**src/rtl/gpio_port_pkg.sv**
```systemverilog
package gpio_port_pkg;

    localparam int unsigned REG_W = 32;

    localparam logic [11:0] OFS_OUT    = 12'h504;
    localparam logic [11:0] OFS_OUTSET = 12'h508;
    localparam logic [11:0] OFS_OUTCLR = 12'h50C;
    localparam logic [11:0] OFS_IN     = 12'h510;
    localparam logic [11:0] OFS_DIR    = 12'h514;
    localparam logic [11:0] OFS_DIRSET = 12'h518;
    localparam logic [11:0] OFS_DIRCLR = 12'h51C;
    localparam logic [11:0] OFS_CFG    = 12'h700;

    localparam logic [1:0] PULL_DOWN = 2'd1;
    localparam logic [1:0] PULL_UP   = 2'd3;

    typedef enum logic [3:0] {
        SEL_NONE,
        SEL_OUT,
        SEL_OUTSET,
        SEL_OUTCLR,
        SEL_IN,
        SEL_DIR,
        SEL_DIRSET,
        SEL_DIRCLR,
        SEL_CFG
    } reg_sel_e;

    typedef struct packed {
        logic [2:0] drive;
        logic [1:0] pull;
        logic       disc;
        logic       dir;
    } pin_cfg_t;

    localparam pin_cfg_t CFG_RESET = '{drive: 3'd0, pull: 2'd0, disc: 1'b1, dir: 1'b0};

    function automatic pin_cfg_t cfg_from_word(input logic [REG_W-1:0] w);
        pin_cfg_t c;
        c.dir   = w[0];
        c.disc  = w[1];
        c.pull  = w[3:2];
        c.drive = w[10:8];
        return c;
    endfunction

    function automatic logic [REG_W-1:0] cfg_to_word(input pin_cfg_t c);
        logic [REG_W-1:0] w;
        w       = '0;
        w[0]    = c.dir;
        w[1]    = c.disc;
        w[3:2]  = c.pull;
        w[10:8] = c.drive;
        return w;
    endfunction

endpackage

```
**src/rtl/gpio_reg_decode.sv**
```systemverilog
module gpio_reg_decode
    import gpio_port_pkg::*;
#(
    parameter int ADDR_W = 12,
    parameter int NPINS  = 32,
    parameter int IDX_W  = $clog2(NPINS)
) (
    input  logic [ADDR_W-1:0] addr,
    output reg_sel_e          sel,
    output logic [IDX_W-1:0]  idx
);

    localparam int SLOT_W = ADDR_W - 2;

    logic [ADDR_W-1:0] cfg_ofs;
    logic [SLOT_W-1:0] cfg_slot;
    logic              in_cfg;

    always_comb begin
        cfg_ofs  = addr - ADDR_W'(OFS_CFG);
        cfg_slot = cfg_ofs[ADDR_W-1:2];
        in_cfg   = (addr >= ADDR_W'(OFS_CFG)) && (cfg_ofs[1:0] == 2'b00)
                   && (cfg_slot < SLOT_W'(NPINS));
        idx      = cfg_slot[IDX_W-1:0];

        if      (addr == ADDR_W'(OFS_OUT))    sel = SEL_OUT;
        else if (addr == ADDR_W'(OFS_OUTSET)) sel = SEL_OUTSET;
        else if (addr == ADDR_W'(OFS_OUTCLR)) sel = SEL_OUTCLR;
        else if (addr == ADDR_W'(OFS_IN))     sel = SEL_IN;
        else if (addr == ADDR_W'(OFS_DIR))    sel = SEL_DIR;
        else if (addr == ADDR_W'(OFS_DIRSET)) sel = SEL_DIRSET;
        else if (addr == ADDR_W'(OFS_DIRCLR)) sel = SEL_DIRCLR;
        else if (in_cfg)                      sel = SEL_CFG;
        else                                  sel = SEL_NONE;
    end

endmodule

```
**src/rtl/gpio_pin_cell.sv**
```systemverilog
module gpio_pin_cell
    import gpio_port_pkg::*;
(
    input  logic     clk,
    input  logic     rst_n,
    input  pin_cfg_t cfg,
    input  logic     out_bit,
    input  logic     ext_en,
    input  logic     ext_val,
    output logic     in_bit,
    output logic     oe,
    output logic     dat,
    output logic     short_flag
);

    logic drv_ok, conn, pull_en, pull_lvl;
    logic res_conn, res_lvl, in_nxt, clash;

    always_comb begin
        case (cfg.drive) inside
            [3'd0:3'd3]: drv_ok = 1'b1;
            [3'd4:3'd5]: drv_ok = out_bit;
            default:     drv_ok = ~out_bit;
        endcase
        conn     = cfg.dir & drv_ok;
        pull_en  = (cfg.pull == PULL_DOWN) || (cfg.pull == PULL_UP);
        pull_lvl = (cfg.pull == PULL_UP);

        res_conn = conn;
        res_lvl  = out_bit;
        in_nxt   = in_bit;
        clash    = 1'b0;

        if (cfg.disc) begin
            if (ext_en)  in_nxt = ext_val;
            if (pull_en) in_nxt = pull_lvl;
        end else if (ext_en) begin
            in_nxt = ext_val;
            clash  = conn & (ext_val ^ out_bit);
        end else begin
            if (pull_en && !conn) begin
                res_conn = 1'b1;
                res_lvl  = pull_lvl;
            end
            if (res_conn) in_nxt = res_lvl;
        end
    end

    always_ff @(posedge clk or negedge rst_n) begin
        if (!rst_n) begin
            in_bit     <= 1'b0;
            oe         <= 1'b0;
            dat        <= 1'b0;
            short_flag <= 1'b0;
        end else begin
            in_bit     <= in_nxt;
            oe         <= res_conn;
            dat        <= res_lvl;
            short_flag <= clash;
        end
    end

    // a flagged conflict always comes with an enabled driver
    a_r8_short_has_driver: assert property (@(posedge clk) disable iff (!rst_n)
        short_flag |-> oe);

    // an input-direction pin never drives unless a pull stands in
    a_r5_no_drive_as_input: assert property (@(posedge clk) disable iff (!rst_n)
        ((cfg.disc || ext_en) && !cfg.dir) |=> !oe);

    // disconnected buffer with a pull forces the input bit
    a_r6_disc_pull_forces: assert property (@(posedge clk) disable iff (!rst_n)
        (cfg.disc && pull_en) |=> (in_bit == $past(pull_lvl)));

endmodule

```
**src/rtl/gpio_port_ctrl.sv**
```systemverilog
module gpio_port_ctrl
    import gpio_port_pkg::*;
#(
    parameter int ADDR_W = 12,
    parameter int NPINS  = 32
) (
    input  logic              clk,
    input  logic              rst_n,
    input  logic              bus_wr,
    input  logic              bus_rd,
    input  logic [ADDR_W-1:0] bus_addr,
    input  logic [31:0]       bus_wdata,
    output logic [31:0]       bus_rdata,
    output logic              bus_err,
    input  logic [NPINS-1:0]  ext_drv_en,
    input  logic [NPINS-1:0]  ext_drv_val,
    output logic [NPINS-1:0]  pin_oe,
    output logic [NPINS-1:0]  pin_dat,
    output logic [NPINS-1:0]  pin_short
);

    localparam int IDX_W = $clog2(NPINS);

    reg_sel_e         sel;
    logic [IDX_W-1:0] idx;
    logic [NPINS-1:0] out_q;
    pin_cfg_t         cfg_q [NPINS];
    logic [NPINS-1:0] dir_vec;
    logic [NPINS-1:0] in_vec;
    logic [NPINS-1:0] wpins;

    assign wpins = bus_wdata[NPINS-1:0];

    gpio_reg_decode #(.ADDR_W(ADDR_W), .NPINS(NPINS), .IDX_W(IDX_W)) decode_i (
        .addr (bus_addr),
        .sel  (sel),
        .idx  (idx)
    );

    generate
        for (genvar p = 0; p < NPINS; p++) begin : g_pin
            assign dir_vec[p] = cfg_q[p].dir;
            gpio_pin_cell cell_i (
                .clk        (clk),
                .rst_n      (rst_n),
                .cfg        (cfg_q[p]),
                .out_bit    (out_q[p]),
                .ext_en     (ext_drv_en[p]),
                .ext_val    (ext_drv_val[p]),
                .in_bit     (in_vec[p]),
                .oe         (pin_oe[p]),
                .dat        (pin_dat[p]),
                .short_flag (pin_short[p])
            );
        end
    endgenerate

    always_ff @(posedge clk or negedge rst_n) begin
        if (!rst_n) begin
            out_q <= '0;
            for (int i = 0; i < NPINS; i++) cfg_q[i] <= CFG_RESET;
        end else if (bus_wr) begin
            unique case (sel)
                SEL_OUT:    out_q <= wpins;
                SEL_OUTSET: out_q <= out_q | wpins;
                SEL_OUTCLR: out_q <= out_q & ~wpins;
                SEL_DIR:    for (int i = 0; i < NPINS; i++) cfg_q[i].dir <= wpins[i];
                SEL_DIRSET: for (int i = 0; i < NPINS; i++) if (wpins[i]) cfg_q[i].dir <= 1'b1;
                SEL_DIRCLR: for (int i = 0; i < NPINS; i++) if (wpins[i]) cfg_q[i].dir <= 1'b0;
                SEL_CFG:    cfg_q[idx] <= cfg_from_word(bus_wdata);
                SEL_IN, SEL_NONE: ;
            endcase
        end
    end

    always_ff @(posedge clk or negedge rst_n) begin
        if (!rst_n) begin
            bus_rdata <= '0;
            bus_err   <= 1'b0;
        end else begin
            bus_rdata <= '0;
            bus_err   <= 1'b0;
            if (bus_rd) begin
                unique case (sel)
                    SEL_OUT, SEL_OUTSET, SEL_OUTCLR: bus_rdata <= REG_W'(out_q);
                    SEL_IN:                          bus_rdata <= REG_W'(in_vec);
                    SEL_DIR, SEL_DIRSET, SEL_DIRCLR: bus_rdata <= REG_W'(dir_vec);
                    SEL_CFG:                         bus_rdata <= cfg_to_word(cfg_q[idx]);
                    SEL_NONE:                        bus_err   <= 1'b1;
                endcase
            end
        end
    end

    a_r1_outset_sets: assert property (@(posedge clk) disable iff (!rst_n)
        (bus_wr && sel == SEL_OUTSET) |=> ((out_q & $past(wpins)) == $past(wpins)));

    a_r1_outclr_clears: assert property (@(posedge clk) disable iff (!rst_n)
        (bus_wr && sel == SEL_OUTCLR) |=> ((out_q & $past(wpins)) == '0));

    a_r2_dir_replaced: assert property (@(posedge clk) disable iff (!rst_n)
        (bus_wr && sel == SEL_DIR) |=> (dir_vec == $past(wpins)));

    a_r4_cfg_sets_dir: assert property (@(posedge clk) disable iff (!rst_n)
        (bus_wr && sel == SEL_CFG) |=> (dir_vec[$past(idx)] == $past(bus_wdata[0])));

    a_r11_err_reads_zero: assert property (@(posedge clk) disable iff (!rst_n)
        bus_err |-> (bus_rdata == '0));

endmodule

```
**config.mk**
```make
export PLATFORM = sky130hd
export DESIGN_NAME = gpio_port_ctrl
export DESIGN_NICKNAME = d
export VERILOG_FILES = /design/src/rtl/gpio_port_pkg.sv /design/src/rtl/gpio_reg_decode.sv /design/src/rtl/gpio_pin_cell.sv /design/src/rtl/gpio_port_ctrl.sv
export SDC_FILE = /design/constraint.sdc
export NUM_CORES = 1
export LEC_CHECK = 0
export ABC_CLOCK_PERIOD_IN_PS = 4200
export BUFFER_PORTS_ARGS = -buffer_cell sky130_fd_sc_hd__buf_4
export CORE_ASPECT_RATIO = 0.8
export CORE_MARGIN = 3
export CORE_UTILIZATION = 55
export CTS_CLUSTER_DIAMETER = 60
export DETAILED_ROUTE_END_ITERATION = 12
export PLACE_DENSITY = 0.86
export SYNTH_ARGS = -nofsm -noshare
export SYNTH_HDL_FRONTEND = slang
export SYNTH_SLANG_ARGS = --single-unit
```
**constraint.sdc**
```tcl
create_clock -name clk -period 4.2 [get_ports clk]
set_input_delay 0.21 -clock clk [delete_from_list [all_inputs] [get_ports clk]]
set_output_delay 0.21 -clock clk [all_outputs]
set_load 0.02 [all_outputs]
```
# Word-level counts from Yosys, hierarchy flattened
# Cells that the tools add are included.
totals:
  n_memories: 0
  wordCells: 1625
  ram_bits: 0
  latch_bits: 0
  romBits: 0
  out_inout_bits: 129
  input_bits: 112
  register_bits: 417
op_classes:
  bitwise_logic: 132
  mul: 0
  add_sub_neg: 1
  magnitude_cmp: 132
  n_div: 0
  n_shift: 0
  n_eq_ne: 175
  n_reduce_logical: 267
  muxes: 659
op_table:
  columns: ["cell", "n"]
  rows:
  - ["$mux 1", 610]
  - ["$bwmux 224", 1]
  - ["$ne 2x2->1 const B", 64]
  - ["$pmux 1 s4", 32]
  - ["$pmux 32 s4", 1]
  - ["$reduce_and 4->1", 32]
  - ["$logic_and 1x1->1", 99]
  - ["$reduce_bool 3->1", 33]
  - ["$ge 3x1->1 const B", 32]
  - ["$ge 3x3->1 const B", 32]
  - ["$le 3x2->1 const B", 32]
  - ["$le 3x3->1 const B", 32]
  - ["$ne 3x2->1 const B", 32]
  - ["$pmux 32 s3", 1]
  - ["$eq 12x11->1 const B", 7]
  - ["$reduce_and 2->1", 34]
  - ["$and 1x1->1", 64]
  - ["$eq 2x1->1 const B", 32]
  - ["$eq 2x2->1 const B", 32]
  - ["$bmux 7 s5", 1]
  - ["$demux 7 s5", 1]
  - ["$and 32x32->32", 1]
  - ["$logic_not 1->1", 32]
  - ["$logic_or 1x1->1", 32]
  - ["21 further kinds", 97]

# Longest topological paths before layout
logic_depth:
  word_depth: 16
  depth_mapped: 9
  depth_no_buf: 5

# Hierarchy
# Synthesis repeated with hierarchy kept, for this count alone.
unflattened:
  cells_unflattened: 2363
  hier_area_um2: 24073.1
modules_own_cells:
  columns: ["mod", "cells_per_inst", "instances", "area_per_inst_um2", "seq_area_each_um2"]
  rows:
  - ["gpio_port_ctrl", 1388, 1, 15093.2, 7272.0]
  - ["gpio_pin_cell", 30, 32, 276.5, 100.1]
  - ["gpio_reg_decode", 15, 1, 131.4, 0.0]

# Worst setup path before layout
# No wires, ideal clock.
synth_path:
  path_type: "input port to flip-flop"
  start: "input bus_addr[11]"
  end: "register cfg_q[114] in the netlist's numbering"
  required_time_ns: 4.072
  setup_slack_ns: 2.472
  cell_stages: 5
  arrival_ns: 1.600
  cell_sequence: "and4bb_2 > nand4_2 > or2_1 > nor2_4 > mux2_1"
synth_via:
  elab_chain_cells: 13
synth_lines:
  columns: ["element", "line", "rtl"]
  rows:
  - ["start: declaration", "gpio_port_ctrl.sv:11", "input logic [ADDR_W-1:0] bus_addr,"]
  - ["$sub 12x11->12 / $ge 12x11->1 (equally long branches)", "gpio_reg_decode.sv:20, gpio_reg_decode.sv:22", null]
  - ["$lt 10x6->1 / $logic_and 1x1->1 (equally long branches)", "gpio_reg_decode.sv:23, gpio_reg_decode.sv:22", null]
  - ["$logic_and 1x1->1", "gpio_reg_decode.sv:23", "&& (cfg_slot < SLOT_W'(NPINS));"]
  - ["$mux 4", "gpio_reg_decode.sv:33", "else if (in_cfg) sel = SEL_CFG;"]
  - ["$mux 4", "gpio_reg_decode.sv:32", "else if (addr == ADDR_W'(OFS_DIRCLR)) sel = SEL_DIRCLR;"]
  - ["$mux 4", "gpio_reg_decode.sv:31", "else if (addr == ADDR_W'(OFS_DIRSET)) sel = SEL_DIRSET;"]
  - ["$mux 4", "gpio_reg_decode.sv:30", "else if (addr == ADDR_W'(OFS_DIR)) sel = SEL_DIR;"]
  - ["$mux 4", "gpio_reg_decode.sv:29", "else if (addr == ADDR_W'(OFS_IN)) sel = SEL_IN;"]
  - ["$mux 4", "gpio_reg_decode.sv:28", "else if (addr == ADDR_W'(OFS_OUTCLR)) sel = SEL_OUTCLR;"]
  - ["$mux 4", "gpio_reg_decode.sv:27", "else if (addr == ADDR_W'(OFS_OUTSET)) sel = SEL_OUTSET;"]
  - ["$mux 4 *", "gpio_reg_decode.sv:26", "if (addr == ADDR_W'(OFS_OUT)) sel = SEL_OUT;"]
  - ["$eq 4x4->1 *", "gpio_port_ctrl.sv:63", "unique case (sel)"]
  - ["$reduce_and 2->1 (no source line) *", null, null]
  - ["end signal: indexed assignment", "gpio_port_ctrl.sv:70", "SEL_CFG: cfg_q[idx] <= cfg_from_word(bus_wdata);"]
  - ["end: declaration", "gpio_port_ctrl.sv:27", "pin_cfg_t cfg_q [NPINS];"]
# Every way passes the cells marked *; elsewhere a longest branch is shown, timed or not.
# A chain may end at the register's enable or synchronous reset.

# Final worst setup path
layout_path:
  start: "input bus_addr[2]"
  end: "register out_q[26]"
layout_via:
  elab_chain_cells: 14
layout_lines:
  columns: ["element", "line", "rtl"]
  rows:
  - ["$sub 12x11->12 / $ge 12x11->1 (equally long branches)", "gpio_reg_decode.sv:20, gpio_reg_decode.sv:22", null]
  - ["$lt 10x6->1 / $logic_and 1x1->1 (equally long branches)", "gpio_reg_decode.sv:23, gpio_reg_decode.sv:22", null]
  - ["$logic_and 1x1->1", "gpio_reg_decode.sv:23", null]
  - ["$mux 4", "gpio_reg_decode.sv:33", null]
  - ["$mux 4", "gpio_reg_decode.sv:32", null]
  - ["$mux 4", "gpio_reg_decode.sv:31", null]
  - ["$mux 4", "gpio_reg_decode.sv:30", null]
  - ["$mux 4", "gpio_reg_decode.sv:29", null]
  - ["$mux 4", "gpio_reg_decode.sv:28", null]
  - ["$mux 4", "gpio_reg_decode.sv:27", null]
  - ["$mux 4 *", "gpio_reg_decode.sv:26", null]
  - ["$eq 4x1->1 / $eq 4x2->1 (equally long branches)", "gpio_port_ctrl.sv:63", null]
  - ["$reduce_bool 3->1 (no source line)", null, null]
  - ["$reduce_and 2->1 (no source line)", null, null]
  - ["end signal: assignment", "gpio_port_ctrl.sv:64", "SEL_OUT: out_q <= wpins;"]
  - ["end signal: assignment", "gpio_port_ctrl.sv:65", "SEL_OUTSET: out_q <= out_q | wpins;"]
  - ["end signal: assignment", "gpio_port_ctrl.sv:66", "SEL_OUTCLR: out_q <= out_q & ~wpins;"]
  - ["end: declaration", "gpio_port_ctrl.sv:26", "logic [NPINS-1:0] out_q;"]
# Marks and branches as above.

==> flow_summary.toml <==
[status]
status = "complete, no violations"

[clock_tree]
postCtsSetupRepairBufs = 0
cts.repair.resized = 0
cts_root_buffer = "clkbuf_16"
numClockSinks = 417
holdBufCountCts = 101
clk-insertion-delay-late_ns = 0.56
clockBufferDepth = 3
clk_pin_slew_ns = 0.07
htree_levels = 2
cts_tree = "done"
cts_made_buffers = 43

[grt]
antenna_found_initial = 1
grtUsageTotal_pct = 32.8
grt_max_degree = 113
grt_pass1_wl_um = 117000
grt_pass1_vias = 20160
grt_overflow = 0

[floorplan]
io_pins = 241
rows = 67
start_util_pct = 56.2
dieArea_um2 = 45700
dieWidth_um = 238
dieHeight_um = 192
core_um2 = 42300

[routing]
vias = 20036
ant_nets = 0
drc = 0
drt-total-wl_um = 76200
first_pass_iters = 6
via_per_inst = 6.61
routedWlPerCell_um = 25.1
drt_iter0_drc = 2275

[logic_synthesis]
synth-edff-count = 0
synthDistinctLibCells = 77
synthesis.area_um2 = 23800
synth_ff_type = "dfrtp_1"
syn-num-nets = 2380
netlist_instances = 2268
syn_area_per_cell_um2 = 10.5
yosysSeqAreaShare_pct = 44.1
synth-async-reset-ratio_pct = 100
yosysWarnings = 0
synth-seq-cells = 417

[timing]
final-hold-violation-count = 0
finalSetupViolCount = 0
clock_skew_ns = 0.0230
tightest_slew_ns = 1.13
rsz0062_at_grt = "no"
min_period_ns = 2.55
fin_crit_sh_pct = 60.8
whs_ns = 0.123
setup_slack_ns = 1.65
maxSlewViolCount = 0
fin_setup_tns_ns = 0
slew_headroom_pct = 24.7
max_freq_mhz = 392

[critical_path]
worst_ep_required_time_ns = 4.63
path_class = "input pin to flop"
regToRegSetupSlack_ns = 2.03
crit_arrival_ns = 2.99
setup.worst_path.start_class = "input pin"
crit_path_max_fanout = 55
max_stage_delay_ns = 0.74
r2r_end = "g_pin[9].cell_i.short_flag"
rr_worst_depth = 4
cp_cell_sequence = "buf_4 -> nor2_1 -> nor3_1 -> and3b_2 -> buf_4 -> o211ai_1 -> a22o_1"
critPathCaptureType = "flop"
crit_path_frequent_cell = "buf_4"
rr_startpoint = "out_q[9]"
critPathSlowestCell = "and3b_2"

[power]
p_leak_nw = 12.7
power_density_nw_per_um2 = 345
power_mw = 9.52
ir_worst_vdd_mv = 0.271

[cells_and_area]
final_nets = 2555
layout.cells.non_filler = 3029
layout_common_cells = "dfrtp_1, buf_4, nand2_1"
final_util_pct = 65.2
layout_commonest_cell = "dfrtp_1"
fin_area_um2 = 27600
area_growth_pct = 16.0
drive_gt1_share_pct = 25.4

[worst_hold_path]
min_to = "cfg_q[217]"
whs_path_depth = 4
hold_class = "input pin to flop"
hp-start = "bus_addr[9]"

[place]
placed_area_um2 = 25100
portBuffers = 240
place_ws_ns = 1.24
dpl.cell_count = 2849
gp_congestion = 0.948
dp_hpwl_um = 51900

[job]
maxCapViolations = 0
## final cells by class
type                    instances  area (µm²)
flip-flops and latches        417       10500
multi-input cells            1540       11600
inverters                      68         255
diodes                          2        5.00
fillers                      3130       14700
clock inverters                12         140
well taps                     552         691
clock buffers                  65        1280
repair buffers                373        3110
## cells by family after synthesis
group,count (synthesis),synth area share (%)
buf+inv,311,7.14
xor+xnor,64,2.36
mux,384,18.7
simple gates,518,12.0
compound gates,574,15.7
flops,417,44.1
## report_power, final
| group | switching, mW | internal, mW | total (mW) |
|---|---|---|---|
| Combinational | 0.740 | 0.511 | 1.25 |
| Sequential | 0.178 | 4.18 | 4.36 |
| Clock | 1.62 | 2.29 | 3.91 |
## routing by layer
metal	track usage (%)	vias to the layer above	routed length, µm
met5	0	-	0
met4	12.5	0	2970
met3	6.86	227	7660
met2	53.1	1208	35500
met1	43.7	9994	30000
li1	-	8607	-
## critical path, delay by kind of cell
family                 cells  cell delay (ns)
and+or+nand+nor            3             1.27
buffers and inverters      2             1.05
AOI/OAI and AO/OA          2             0.39
## synth_stat cells, types with 4 or more instances
library cell  instances  share of area [%]
buf_4               107                3.4
mux2i_1             101                4.3
a21o_1               33                1.0
o31ai_1              33                1.0
a32oi_1               7               0.26
nor3b_1              32                1.0
and2_1                4               0.11
dfstp_2              32                3.5
nor2_4               15               0.71
nor4_1               34               0.90
a22oi_1              30               0.95
a31oi_1              96                2.5
a21oi_1             106                2.2
or2_1                 7               0.18
xor2_1               31                1.1
buf_6                 5               0.24
nor4bb_1              5               0.21
a221oi_1              4               0.15
o211ai_1             32                1.0
dfrtp_1             385                 41
buf_2                32               0.67
xnor2_1              33                1.2
mux2_1               90                4.3
or2_4                 4               0.15
clkbuf_1             69                1.1
o21ai_0             123                2.6
nand3_1              70                1.5
and3_1               35               0.92
mux4_2               22                2.1
inv_1                67                1.1
nor2_1               62               0.98
or2_2                26               0.68
a22o_1               39                1.4
mux2_2              171                8.1
nand4_1               9               0.24
buf_1                27               0.43
nor2b_1               6               0.16
and3b_1               4               0.15
nand2_1             174                2.7
a21boi_0             32                1.0
a222oi_1             18               0.76
## flip-flops by register name, summed over array words and instances, names as in the netlist
register	flops
bus_err	1
bus_rdata	32
cfg_q	224
g_pin.cell_i.dat	32
g_pin.cell_i.in_bit	32
g_pin.cell_i.oe	32
g_pin.cell_i.short_flag	32
out_q	32
## worst max-delay path by stage
stage | depth (start not counted) | slack [ns] | end | startpoint
5_1_grt | 7 | 1.64 | out_q[1] | bus_addr[2]
6_report | 7 | 1.65 | out_q[26] | bus_addr[2]
3_3_place_gp | 7 | 1.34 | out_q[25] | bus_addr[2]
2_1_floorplan | 5 | 2.47 | cfg_q[114] | bus_addr[11]
3_5_place_dp | 7 | 1.24 | out_q[10] | bus_addr[2]
4_1_cts | 7 | 1.78 | out_q[26] | bus_addr[2]
(Power assumes the default switching activity.)
